--- src/rtl/sram_ctl_pkg.sv ---
package sram_ctl_pkg;

  typedef enum logic [2:0] {
    S_IDLE,
    S_WADDR,
    S_WPULSE,
    S_WTAIL,
    S_RACC,
    S_RHZ
  } state_e;

  function automatic int ns2cyc(input int ns, input int clk_ns);
    int c;
    c = (ns + clk_ns - 1) / clk_ns;
    if (c < 1) c = 1;
    return c;
  endfunction

  function automatic int imax(input int a, input int b);
    return (a > b) ? a : b;
  endfunction

endpackage

--- src/rtl/sram_ctl_timer.sv ---
module sram_ctl_timer #(
  parameter int CW = 4
) (
  input  logic          clk,
  input  logic          rst_n,
  input  logic          load,
  input  logic [CW-1:0] load_val,
  output logic          zero
);

  logic [CW-1:0] cnt_q, cnt_d;
  logic          cnt_en;

  always_comb begin
    cnt_en = load || (cnt_q != '0);
    if (load) cnt_d = load_val;
    else      cnt_d = cnt_q - 1'b1;
  end

  always_ff @(posedge clk or negedge rst_n) begin
    if (!rst_n)      cnt_q <= '0;
    else if (cnt_en) cnt_q <= cnt_d;
  end

  assign zero = (cnt_q == '0);

endmodule

--- src/rtl/sram_ctl_seq.sv ---
module sram_ctl_seq
  import sram_ctl_pkg::*;
#(
  parameter int LANES  = 2,
  parameter int CW     = 4,
  parameter int N_WE   = 8,
  parameter int N_TAIL = 2,
  parameter int N_RD   = 11,
  parameter int N_HZ   = 4
) (
  input  logic             clk,
  input  logic             rst_n,
  input  logic             req_valid,
  input  logic             req_write,
  input  logic [LANES-1:0] req_be,
  output logic             req_ready,
  output logic             accept,
  output logic             noop_rd,
  output logic             cap,
  input  logic             cnt_zero,
  output logic             cnt_load,
  output logic [CW-1:0]    cnt_val,
  output logic             ce_n,
  output logic             we_n,
  output logic             oe_n,
  output logic [LANES-1:0] be_n,
  output logic             dq_oe
);

  localparam logic [CW-1:0] L_ADDR = '0;
  localparam logic [CW-1:0] L_WE   = CW'(N_WE - 1);
  localparam logic [CW-1:0] L_TAIL = CW'(N_TAIL - 1);
  localparam logic [CW-1:0] L_RD   = CW'(N_RD - 1);
  localparam logic [CW-1:0] L_HZ   = CW'(N_HZ - 1);

  state_e           state_q, state_d;
  logic             ce_d, we_d, oe_d, drv_d;
  logic [LANES-1:0] be_d;

  assign req_ready = (state_q == S_IDLE);
  assign accept    = req_valid && req_ready;
  assign noop_rd   = accept && (req_be == '0) && !req_write;
  assign cap       = (state_q == S_RACC) && cnt_zero;

  always_comb begin
    state_d  = state_q;
    ce_d     = ce_n;
    we_d     = we_n;
    oe_d     = oe_n;
    be_d     = be_n;
    drv_d    = dq_oe;
    cnt_load = 1'b0;
    cnt_val  = '0;
    unique case (state_q)
      S_IDLE: begin
        if (req_valid && (req_be != '0)) begin
          ce_d     = 1'b0;
          be_d     = ~req_be;
          cnt_load = 1'b1;
          if (req_write) begin
            state_d = S_WADDR;
            cnt_val = L_ADDR;
          end else begin
            state_d = S_RACC;
            oe_d    = 1'b0;
            cnt_val = L_RD;
          end
        end
      end
      S_WADDR: begin
        if (cnt_zero) begin
          state_d  = S_WPULSE;
          we_d     = 1'b0;
          cnt_load = 1'b1;
          cnt_val  = L_WE;
        end
      end
      S_WPULSE: begin
        if (cnt_zero) begin
          state_d  = S_WTAIL;
          we_d     = 1'b1;
          drv_d    = 1'b0;
          ce_d     = 1'b1;
          be_d     = '1;
          cnt_load = 1'b1;
          cnt_val  = L_TAIL;
        end else begin
          drv_d = 1'b1;
        end
      end
      S_WTAIL: begin
        if (cnt_zero) state_d = S_IDLE;
      end
      S_RACC: begin
        if (cnt_zero) begin
          state_d  = S_RHZ;
          ce_d     = 1'b1;
          oe_d     = 1'b1;
          be_d     = '1;
          cnt_load = 1'b1;
          cnt_val  = L_HZ;
        end
      end
      S_RHZ: begin
        if (cnt_zero) state_d = S_IDLE;
      end
      default: state_d = S_IDLE;
    endcase
  end

  always_ff @(posedge clk or negedge rst_n) begin
    if (!rst_n) begin
      state_q <= S_IDLE;
      ce_n    <= 1'b1;
      we_n    <= 1'b1;
      oe_n    <= 1'b1;
      be_n    <= '1;
      dq_oe   <= 1'b0;
    end else begin
      state_q <= state_d;
      ce_n    <= ce_d;
      we_n    <= we_d;
      oe_n    <= oe_d;
      be_n    <= be_d;
      dq_oe   <= drv_d;
    end
  end

  // Checker counters: length of the current write-enable pulse and time since output enable rose
  localparam int GW = CW + 1;
  logic [GW-1:0] we_low_cnt, hz_gap;

  always_ff @(posedge clk or negedge rst_n) begin
    if (!rst_n) begin
      we_low_cnt <= '0;
      hz_gap     <= '1;
    end else begin
      if (!we_n) begin
        if (we_low_cnt != '1) we_low_cnt <= we_low_cnt + 1'b1;
      end else begin
        we_low_cnt <= '0;
      end
      if (!oe_n)            hz_gap <= '0;
      else if (hz_gap != '1) hz_gap <= hz_gap + 1'b1;
    end
  end

  p_we_width_r1: assert property (@(posedge clk) disable iff (!rst_n)
    $rose(we_n) |-> (int'(we_low_cnt) >= N_WE));

  p_oe_high_in_write_r3: assert property (@(posedge clk) disable iff (!rst_n)
    !we_n |-> oe_n);

  p_drive_inside_we_r3: assert property (@(posedge clk) disable iff (!rst_n)
    dq_oe |-> !we_n);

  p_drive_after_we_fall_r3: assert property (@(posedge clk) disable iff (!rst_n)
    $rose(dq_oe) |-> $past(!we_n));

  p_hz_gap_r7: assert property (@(posedge clk) disable iff (!rst_n)
    $rose(dq_oe) |-> (int'(hz_gap) >= N_HZ));

  p_noop_no_ce_r8: assert property (@(posedge clk) disable iff (!rst_n)
    (accept && (req_be == '0)) |=> ce_n);

  p_busy_not_ready_r9: assert property (@(posedge clk) disable iff (!rst_n)
    !ce_n |-> !req_ready);

endmodule

--- src/rtl/sram_ctl_dpath.sv ---
module sram_ctl_dpath #(
  parameter int AW    = 16,
  parameter int LANES = 2
) (
  input  logic              clk,
  input  logic              rst_n,
  input  logic              accept,
  input  logic              cap,
  input  logic              noop_rd,
  input  logic [AW-1:0]     req_addr,
  input  logic [8*LANES-1:0] req_wdata,
  input  logic [LANES-1:0]  req_be,
  input  logic [8*LANES-1:0] sram_dq_in,
  output logic [AW-1:0]     addr_q,
  output logic [8*LANES-1:0] wdata_q,
  output logic              rsp_valid,
  output logic [8*LANES-1:0] rsp_rdata
);

  localparam int DW = 8 * LANES;

  logic [LANES-1:0] be_q;
  logic [DW-1:0]    lane_mask;
  logic [DW-1:0]    rdata_d;
  logic             rdata_en;

  for (genvar l = 0; l < LANES; l++) begin : g_lane
    assign lane_mask[l*8 +: 8] = {8{be_q[l]}};
  end

  always_comb begin
    rdata_en = cap || noop_rd;
    rdata_d  = cap ? (sram_dq_in & lane_mask) : '0;
  end

  always_ff @(posedge clk or negedge rst_n) begin
    if (!rst_n) begin
      addr_q  <= '0;
      wdata_q <= '0;
      be_q    <= '0;
    end else if (accept) begin
      addr_q  <= req_addr;
      wdata_q <= req_wdata;
      be_q    <= req_be;
    end
  end

  always_ff @(posedge clk or negedge rst_n) begin
    if (!rst_n) begin
      rsp_rdata <= '0;
      rsp_valid <= 1'b0;
    end else begin
      rsp_valid <= rdata_en;
      if (rdata_en) rsp_rdata <= rdata_d;
    end
  end

  p_lane_zero_r6: assert property (@(posedge clk) disable iff (!rst_n)
    rsp_valid |-> ((rsp_rdata & ~lane_mask) == '0));

endmodule

--- src/rtl/sram_ctl.sv ---
module sram_ctl
  import sram_ctl_pkg::*;
#(
  parameter int AW      = 16,
  parameter int LANES   = 2,
  parameter int CLK_NS  = 5,
  parameter int T_WC    = 55,
  parameter int T_PWE   = 40,
  parameter int T_AW    = 40,
  parameter int T_SLEAD = 40,
  parameter int T_SD    = 25,
  parameter int T_RC    = 55,
  parameter int T_AA    = 55,
  parameter int T_DOE   = 25,
  parameter int T_DBE   = 25,
  parameter int T_HZ    = 20
) (
  input  logic               clk,
  input  logic               rst_n,
  input  logic               req_valid,
  output logic               req_ready,
  input  logic               req_write,
  input  logic [AW-1:0]      req_addr,
  input  logic [8*LANES-1:0] req_wdata,
  input  logic [LANES-1:0]   req_be,
  output logic               rsp_valid,
  output logic [8*LANES-1:0] rsp_rdata,
  output logic [AW-1:0]      sram_addr,
  output logic               sram_ce_n,
  output logic               sram_we_n,
  output logic               sram_oe_n,
  output logic [LANES-1:0]   sram_be_n,
  output logic [8*LANES-1:0] sram_dq_out,
  output logic               sram_dq_oe,
  input  logic [8*LANES-1:0] sram_dq_in
);

  // Address and strobes lead the write pulse by one cycle, so that cycle counts toward their lead
  localparam int N_WE = imax(imax(ns2cyc(T_PWE, CLK_NS), ns2cyc(T_SD, CLK_NS) + 1),
                             imax(ns2cyc(T_AW, CLK_NS) - 1, ns2cyc(T_SLEAD, CLK_NS) - 1));
  localparam int N_TAIL = imax(1, ns2cyc(T_WC, CLK_NS) - 1 - N_WE);
  localparam int N_RD   = imax(imax(ns2cyc(T_RC, CLK_NS), ns2cyc(T_AA, CLK_NS)),
                               imax(ns2cyc(T_DOE, CLK_NS), ns2cyc(T_DBE, CLK_NS)));
  localparam int N_HZ   = ns2cyc(T_HZ, CLK_NS);
  localparam int N_MAX  = imax(imax(N_WE, N_TAIL), imax(N_RD, N_HZ));
  localparam int CW     = $clog2(N_MAX + 1);

  logic          accept, noop_rd, cap;
  logic          cnt_zero, cnt_load;
  logic [CW-1:0] cnt_val;

  sram_ctl_timer #(.CW(CW)) i_timer (
    .clk      (clk),
    .rst_n    (rst_n),
    .load     (cnt_load),
    .load_val (cnt_val),
    .zero     (cnt_zero)
  );

  sram_ctl_seq #(
    .LANES (LANES),
    .CW    (CW),
    .N_WE  (N_WE),
    .N_TAIL(N_TAIL),
    .N_RD  (N_RD),
    .N_HZ  (N_HZ)
  ) i_seq (
    .clk      (clk),
    .rst_n    (rst_n),
    .req_valid(req_valid),
    .req_write(req_write),
    .req_be   (req_be),
    .req_ready(req_ready),
    .accept   (accept),
    .noop_rd  (noop_rd),
    .cap      (cap),
    .cnt_zero (cnt_zero),
    .cnt_load (cnt_load),
    .cnt_val  (cnt_val),
    .ce_n     (sram_ce_n),
    .we_n     (sram_we_n),
    .oe_n     (sram_oe_n),
    .be_n     (sram_be_n),
    .dq_oe    (sram_dq_oe)
  );

  sram_ctl_dpath #(.AW(AW), .LANES(LANES)) i_dpath (
    .clk       (clk),
    .rst_n     (rst_n),
    .accept    (accept),
    .cap       (cap),
    .noop_rd   (noop_rd),
    .req_addr  (req_addr),
    .req_wdata (req_wdata),
    .req_be    (req_be),
    .sram_dq_in(sram_dq_in),
    .addr_q    (sram_addr),
    .wdata_q   (sram_dq_out),
    .rsp_valid (rsp_valid),
    .rsp_rdata (rsp_rdata)
  );

endmodule

--- config.mk ---
export PLATFORM = sky130hd
export DESIGN_NAME = sram_ctl
export DESIGN_NICKNAME = d
export VERILOG_FILES = /design/src/rtl/sram_ctl_pkg.sv /design/src/rtl/sram_ctl_timer.sv /design/src/rtl/sram_ctl_seq.sv /design/src/rtl/sram_ctl_dpath.sv /design/src/rtl/sram_ctl.sv
export SDC_FILE = /design/constraint.sdc
export NUM_CORES = 1
export LEC_CHECK = 0
export BUFFER_PORTS_ARGS = -buffer_cell sky130_fd_sc_hd__buf_2
export CELL_PAD_IN_SITES_DETAIL_PLACEMENT = 1
export CELL_PAD_IN_SITES_GLOBAL_PLACEMENT = 1
export CORE_MARGIN = 2
export CORE_UTILIZATION = 38
export DETAILED_ROUTE_END_ITERATION = 10
export PLACE_DENSITY = 0.8
export SETUP_SLACK_MARGIN = 0.15
export SLEW_MARGIN = 20
export SYNTH_ARGS = -nofsm -noshare
export SYNTH_HDL_FRONTEND = slang
export SYNTH_SLANG_ARGS = --single-unit
--- constraint.sdc ---
create_clock -name clk -period 3.1 [get_ports clk]
set_clock_uncertainty 0.05 [all_clocks]
set_input_delay 0.155 -clock clk [delete_from_list [all_inputs] [get_ports clk]]
set_output_delay 0.155 -clock clk [all_outputs]
set_load 0.01 [all_outputs]
==> results of run 1 <==
[state kept, by name (all words and copies together) (netlist names)]
register / flops
i_timer.cnt_q: 4
i_dpath.wdata_q: 16
i_dpath.addr_q: 16
i_seq.oe_n: 1
i_dpath.rsp_rdata: 16
i_seq.we_n: 1
i_seq.be_n: 2
i_dpath.be_q: 2
i_seq.ce_n: 1
i_seq.dq_oe: 1
i_seq.state_q: 3
i_dpath.rsp_valid: 1
[power by group through the flow]
stage	combinational, mW	sequential [mW]	clock (mW)
floorplan	0.637	1.62	0
global placement	1.22	1.53	0
detailed placement	1.27	1.54	0
CTS	1.31	1.53	0.822
global route	1.48	1.60	0.876
finish	1.34	1.55	0.827
[worst max-delay path: stages, from the launching register on]
cell	delay [ps]
dfrtp_1	590
or4b_1	980
buf_4	350
nand2_1	100
nand2_1	60
[final cells by class]
class	instances	area [um2]	share of cell area (%)
Antenna cell	1	2.50	0.0644
Clock buffer	11	141	3.64
Clock inverter	5	80.1	2.06
Inverter	7	26.3	0.676
Multi-Input combinational cell	173	992	25.5
Sequential cell	64	1610	41.4
Tap cell	96	120	3.09
Timing Repair Buffer	147	916	23.6
[final timing paths]
path                            depth (start not counted)  slack, ps                from                    end
worst max-delay path                                    4        850    i_seq.state_q[1]      i_dpath.addr_q[1]
worst min-delay path                                    2         10      sram_dq_in[14]  i_dpath.rsp_rdata[14]
worst max register to register                          4        850    i_seq.state_q[1]      i_dpath.addr_q[1]
worst min register to register                          2        420  i_dpath.addr_q[12]     i_dpath.addr_q[12]
max in group asynchronous                               3       1670               rst_n          i_seq.be_n[1]
min in group asynchronous                               2        370               rst_n     i_dpath.addr_q[15]
[per-stage QoR]
step                      total power, mW  utilization [%]  hold slack (ps)  area (um2)  instances
after floorplan                      2.26                -             -191        2700        261
after global placement               2.75             48.6              231        3320        453
after detailed placement             2.81             48.6              232        3320        453
after CTS                            3.66             56.8             4.40        3880        503
after global routing                 3.96             56.9             10.6        3890        504
final                                3.72             56.9             9.73        3890        504
[per-layer routing]
layer | vias to the layer above | track usage, %
met5 | - | 0
met2 | 85 | 42.3
met3 | 29 | 4.48
met4 | 0 | 14.9
met1 | 1227 | 26.2
li1 | 1161 | -
[cells by family after synthesis]
family | count (synthesis) | share of synthesized area [%]
multiplexers | 4 | 1.53
buffers and inverters | 24 | 4.16
AO/OA/AOI/OAI | 38 | 12.4
AND/OR/NAND/NOR | 126 | 20.6
adder cells (fa/ha/maj) | 1 | 0.463
XOR/XNOR | 4 | 1.30
flip-flops | 64 | 59.5
[synth_stat cells (2+ instances only)]
library cell    n
dfrtp_1        59
xnor2_1         3
inv_1           6
o21ai_1         2
buf_2          12
or3b_1          2
nand2_1       102
nor2_1          5
dfstp_2         5
o21a_1          3
buf_1           2
o211ai_1        3
nor3_1          5
o21ai_0         2
nor3_2          2
mux2i_1         3
o21bai_1        2
and2_1          2
a32o_1         17
buf_4           2
==> flow_summary.toml, run 1 <==
[sta]
rsz0062_at_grt = "no"
finalSetupViolCount = 0
finalSetupTns_ps = 0
layout_setup_ws_ps = 854
fin_crit_ps = 2250
timing.fmax_ghz = 0.445
hold_viol = 0
tightest_slew_ps = 809
slew_violations = 0
finalCritPeriodShare_pct = 72.5
relSlewSlack_pct = 46.0

[clock_tree]
post_cts_resized = 0
tritoncts = "done"
cts.sinks = 64
htreeDepth = 3
post_cts_buffers = 0
ctsLongestPathBuffers = 2
path_clk_slew_ps = 70
numCtsBuffers = 9
cts-root-buf = "clkbuf_8"
insertion_delay_ps = 340
hold_buffers = 34

[die]
die_height_um = 88.4
die_w_um = 88.4
die_area_um2 = 7810
core_area_um2 = 6830
initial_core_util_pct = 39.6
rows = 30
io_pins = 110

[synthesis]
syn_area_per_cell_um2 = 10.4
yosysTopAreaCellShare_pct = 54.6
synth_fp_nets = 316
syn_inst = 261
synthFlopType = "dfrtp_1"
yosys_register_bits = 64
synth-edff-count = 0
synthArstFlopShare_pct = 100
synth_area_um2 = 2700
seq_area_frac_synth_pct = 59.5
synth_area_leaders = "dfrtp_1 (55%), nand2_1 (14%), a32o_1 (6.3%), dfstp_2 (4.9%), buf_2 (2.2%)"
synth_top_area_cell = "dfrtp_1"
yosys_warnings = 0
ys_types = 42

[placed_design]
gp_congestion = 0.770
port_buffers = 109
hpwl_mm = 5.20
pre_cts_slack_ps = 884

[finish]
drive_above_1_share_pct = 34.6
synthToLayoutAreaGrowth_pct = 43.7
nets = 457
layout_common_cells = "buf_2 (109), nand2_1 (102), dfrtp_1 (59), dlygate4sd3_1 (34), a32o_1 (17)"
n_fill_cell = 801
final_common_cell = "buf_2"

[power_and_ir_drop]
leakage_nw = 2.03
seq_power_share_pct = 41.6
switchingPower_mw = 1.39
clkPwrFrac_pct = 22.2
p_sw_share_pct = 37.4
combPwrFrac_pct = 36.1
vdd_drop_max_mv = 0.408
p_int_mw = 2.33
power.density_nw_per_um2 = 957

[detailed_routing]
wl_met3_um = 387
vias = 2502
drt_wl_total_mm = 8.82
first_pass_iters = 4
routed.top_layer = "met4"
routedWlPerCell_um = 17.5
drtIter0Drc = 61
vias_per_cell = 4.96
wl_met2_mm = 4.61
final_antenna_net_count = 0
drc = 0
wl_met1_mm = 3.40

[global_routing]
grt_pass1_vias = 2720
grt_max_degree = 34
grt_pass1_wl_mm = 13.7
globalRouteOverflowTotal = 0
antenna_found_initial = 1
grt_usage_pct = 23.8

[critical_path]
worstPathRequired_ps = 3290
end_kind = "register"
startpoint_type = "register"
crit_type = "reg -> reg"
worst-path-max-fanout = 21
arrival_ps = 2430

[outcome]
status = "complete, no violations"

[hold_path]
hold_class = "in -> reg"

[flow_run]
cap_viol_max_count = 0
Note: power is estimated with default switching activity, not from simulation.
==> inputs of run 2 (changes only) <==
- CORE_UTILIZATION: 38 -> 35
- PLACE_DENSITY: 0.8 -> 0.74
- clock period: 3.1 -> 2.1 ns (I/O delays scaled with it)
==> run 2 against run 1 <==
Wire length decreased by 6.5%. Setup slack worse by 520 ps. Clock-buffer cell count did not move. Combinational power increased by 54%. Die area up 8.2%. Clock power is 26% higher. Critical path depth rose by 2. Sequential share of layout area shrank 2.3 points. Register-to-register slack lost 520 ps. Sequential cell count did not move. Fmax grew 27%. Critical path type unchanged. Critical endpoint is now i_timer.cnt_q[1]. Largest cell class unchanged. Largest power group unchanged.
==> flow_summary.toml, run 2 (same netlist as run 1, synthesis figures left out) <==
[finish]
n_fill_cell = 866
largestRegisters = "i_dpath.addr_q (16), i_dpath.rsp_rdata (16), i_dpath.wdata_q (16)"
fin_util_pct = 54.0
final_common_cell = "buf_2"
layout_common_cells = "buf_2 (109), nand2_1 (102), dfrtp_1 (59), dlygate4sd3_1 (49), a32o_1 (17)"
synthToLayoutAreaGrowth_pct = 52.0
nets = 479
stdcell_area_um2 = 4110
drive_above_1_share_pct = 34.7
antenna_cells = 0

[clock_tree]
path_clk_slew_ps = 70
htreeDepth = 3
cts-root-buf = "clkbuf_8"
ctsLongestPathBuffers = 2
numCtsBuffers = 9
cts.sinks = 64
insertion_delay_ps = 330
tritoncts = "done"

[sta]
hold_ws_ps = 16.1
finalSetupViolCount = 0
rsz0062_at_grt = "no"
relSlewSlack_pct = 61.8
timing.fmax_ghz = 0.568
fin_crit_ps = 1760
tightest_slew_ps = 573
finalCritPeriodShare_pct = 83.9
hold_viol = 0
finalSetupTns_ps = 0
slew_violations = 0

[global_routing]
antenna_found_initial = 0
grt_usage_pct = 21.4
grt_max_degree = 42
grt_pass1_vias = 2812
grt_pass1_wl_mm = 14.0
globalRouteOverflowTotal = 0

[detailed_routing]
drc = 0
drt_wl_total_mm = 8.25
vias_per_cell = 4.78
first_pass_iters = 4
final_antenna_net_count = 0
vias = 2540
routedWlPerCell_um = 15.5
drtIter0Drc = 101

[critical_path]
path_cells = "inv_1 > ha_1 > nor3b_4 > buf_4 > nand3_1 > a311o_1"
cp_top_family = "flip-flops"
slowest_stage = "dfrtp_1"
timing.rr.start = "i_timer.cnt_q[0]"
reg2reg_slack_ps = 340
end_kind = "register"
worstPathRequired_ps = 2270
cp_slowest_stage_delay_ps = 400
startpoint_type = "register"
crit_buf_inv = 2
worst-path-max-fanout = 5
r2r_end = "i_timer.cnt_q[1]"
arrival_ps = 1930
reg2regPathDepth = 6
crit_type = "reg -> reg"

[die]
core_area_um2 = 7610
io_pins = 110
rows = 32
die_height_um = 91.9
die_w_um = 91.9
die_area_um2 = 8440
initial_core_util_pct = 35.5

[placed_design]
port_buffers = 109
dpl_cell_area_um2 = 3380
hpwl_mm = 5.13
gp_congestion = 0.823

[hold_path]
whs_path_depth = 2
hp-start = "req_write"
holdPathEnd = "i_timer.cnt_q[3]"
hold_class = "in -> reg"

[power_and_ir_drop]
vdd_drop_max_mv = 0.721
power.density_nw_per_um2 = 1300
leakage_nw = 2.14
finalPower_mw = 5.34

[outcome]
status = "complete, no violations"

[flow_run]
cap_viol_max_count = 0
## run 2: stage by stage
| stage | instances | worst slack, ps |
|---|---|---|
| final | 531 | 338 |
| after global routing | 531 | 239 |
| after CTS | 530 | 186 |
| after detailed placement | 463 | 151 |
| after global placement | 463 | 262 |
| after floorplan | 261 | 402 |
## run 2: worst max-delay path by stage
stage,from,to,cells after the start
after global placement,i_timer.cnt_q[0],i_dpath.rsp_rdata[4],5
after floorplan,i_timer.cnt_q[0],i_dpath.rsp_rdata[10],6
after CTS,i_timer.cnt_q[0],i_dpath.rsp_rdata[8],5
after global routing,i_timer.cnt_q[0],i_timer.cnt_q[1],6
final,i_timer.cnt_q[0],i_timer.cnt_q[1],6
after detailed placement,i_timer.cnt_q[0],i_dpath.rsp_rdata[8],5
## run 2: routing by layer
metal | global-route usage [%] | up-vias | share of wire, %
met5 | 0 | - | 0
met4 | 9.33 | 0 | 2.3
met3 | 3.86 | 18 | 3.7
met2 | 38.1 | 70 | 54
met1 | 25.2 | 1250 | 40
li1 | - | 1202 | -
## run 2: power breakdown
group | internal, mW | leakage (nW) | switching [mW]
registers | 1.83 | 0.801 | 0.398
clock network | 0.578 | 0.0993 | 0.460
logic | 0.992 | 1.24 | 1.08
## run 2: final cells by class
type                            count  area (um2)  share of cell area, %
Sequential cell                    64        1610                   39.1
Timing Repair Buffer              169        1160                   28.1
Multi-Input combinational cell    173         995                   24.2
Clock buffer                       11         141                   3.44
Tap cell                          102         128                   3.11
Clock inverter                      5        56.3                   1.37
Inverter                            7        26.3                  0.639
## run 2: timing repair
item	CTS	global route
setup buffers	2	1
endpoints found under the hold margin	69	0
hold buffers	49	0
setup endpoints to repair	16	18
pin swaps	1	1
resized for setup	0	1
==> inputs of run 3 (changes only) <==
- CORE_UTILIZATION: 35 -> 32
- PLACE_DENSITY: 0.74 -> 0.71
- clock period: 2.1 -> 1.6 ns (I/O delays scaled with it)
==> run 3 against run 2 <==
The run now ends with setup timing left. Critical path depth increased by 1. Hold slack gained 23 ps. Largest cell class unchanged. Global-route usage down 2.0 points. Sequential share of layout area shrank 5.5 points. Final cell count is 7.0% higher. Combinational power grew 69%. Non-clock buffer count rose by 33. Die area rose by 9.0%. Wire length increased by 12%.
==> flow_summary.toml, run 3 (same netlist as run 1, synthesis figures left out) <==
[placed_design]
gp_congestion = 0.754
port_buffers = 109
hpwl_mm = 5.31
pre_cts_slack_ps = -118

[die]
die_area_um2 = 9200
io_pins = 110
initial_core_util_pct = 32.9
rows = 33
die_w_um = 95.9
core_area_um2 = 8220
die_height_um = 95.9

[global_routing]
grt_pass1_wl_mm = 13.6
antenna_found_initial = 0
grt_usage_pct = 19.4
grt_max_degree = 65
globalRouteOverflowTotal = 0
grt_pass1_vias = 2821

[detailed_routing]
vias = 2705
drt_wl_total_mm = 9.26
first_pass_iters = 4
routedWlPerCell_um = 16.3
drc = 0
vias_per_cell = 4.76
drtIter0Drc = 60
final_antenna_net_count = 0

[critical_path]
cp_slowest_stage_delay_ps = 450
startpoint_type = "register"
end_kind = "register"
crit_start = "i_seq.state_q[2]"
arrival_ps = 1890
timing.rr.start = "i_seq.state_q[2]"
crit_type = "reg -> reg"
slowest_stage = "dfrtp_2"
path_cells = "buf_6 > nor4b_4 > buf_4 > buf_12 > clkbuf_16 > nand2_1 > nand2_1"
worst-path-max-fanout = 6
worstPathRequired_ps = 1820
critPathMostFrequentCell = "nand2_1"
reg2reg_slack_ps = -70
reg2regPathDepth = 7
r2r_end = "i_dpath.wdata_q[7]"

[flow_run]
cap_viol_max_count = 0

[sta]
relSlewSlack_pct = 73.1
finalSetupTns_ps = -298
finalSetupViolCount = 22
slew_violations = 0
fin_crit_ps = 1670
hold_ws_ps = 39.5
rsz0062_at_grt = "yes"
hold_viol = 0
timing.fmax_ghz = 0.598
tightest_slew_ps = 399
layout_setup_ws_ps = -71.8
finalCritPeriodShare_pct = 104

[power_and_ir_drop]
leakage_nw = 2.45
vdd_drop_max_mv = 0.663
power.density_nw_per_um2 = 1640
finalPower_mw = 7.86

[clock_tree]
cts.sinks = 64
tritoncts = "done"
ctsLongestPathBuffers = 2
htreeDepth = 3
insertion_delay_ps = 330
cts-root-buf = "clkbuf_8"
path_clk_slew_ps = 70
numCtsBuffers = 9

[hold_path]
whs_path_depth = 3
hold_class = "in -> reg"
hp-start = "req_be[1]"
holdPathEnd = "i_dpath.be_q[1]"

[finish]
final_common_cell = "buf_2"
drive_above_1_share_pct = 52.6
nets = 512
layout_common_cells = "buf_2 (109), dfrtp_1 (56), nand2_1 (54), dlygate4sd3_1 (50), nand2_2 (37)"
largestRegisters = "i_dpath.addr_q (16), i_dpath.rsp_rdata (16), i_dpath.wdata_q (16)"
synthToLayoutAreaGrowth_pct = 77.6
fin_util_pct = 58.4

[outcome]
violations = "setup timing"
status = "complete, but fails checks"
run 3: cell count changes in the layout (fill, tap and decap cells not counted), sizes merged:
cell / delta
buf: +28
clkbuf: +4
diode: +1
dlygate4sd3: +1
run 3: area by class of cell:
class                           instances  area (um2)
Inverter                                7        26.3
Multi-Input combinational cell        173        1250
Fill cell                             893        3420
Antenna cell                            1        2.50
Sequential cell                        64        1610
Tap cell                              105         131
Clock inverter                          5        56.3
Clock buffer                           11         141
Timing Repair Buffer                  202        1580
run 3: metrics by stage:
step / instances / area (um2)
final: 568 / 4800
after global routing: 567 / 4800
after CTS: 557 / 4470
after detailed placement: 482 / 3550
after global placement: 482 / 3550
after floorplan: 261 / 2780
run 3: timing repair:
action | 4_1_cts | 5_1_grt
resized for setup | 45 | 54
hold endpoints to repair | 110 | 0
pin swaps | 8 | 40
setup endpoints to repair | 63 | 64
hold buffers | 50 | 0
gates cloned | 0 | 5
setup buffers | 9 | 5
run 3: routing by layer:
layer	track usage (%)	vias up	wire, um
met5	0	-	0
met4	6.79	0	157
met3	3.52	12	394
met2	36.2	81	4960
met1	22.1	1334	3740
li1	-	1278	-
run 3: power breakdown:
part	internal, mW	switching [mW]	total, mW	leakage (nW)
sequential	2.41	0.567	2.98	0.798
combinational	1.80	1.69	3.49	1.56
clock	0.760	0.639	1.40	0.0993
total	4.96	2.90	7.86	2.45
run 3: critical path: cells and delay by family, from the launching register on:
family / cells / cell delay, ps
AND/OR/NAND/NOR: 3 / 480
buffers and inverters: 4 / 630
flip-flops: 1 / 450
run 3: how the worst max path moves through the flow:
stage	slack [ps]	endpoint
floorplan	20	i_dpath.rsp_rdata[10]
global placement	-90	i_timer.cnt_q[1]
detailed placement	-120	i_timer.cnt_q[1]
CTS	-10	i_timer.cnt_q[1]
global route	-140	i_dpath.wdata_q[7]
finish	-70	i_dpath.wdata_q[7]
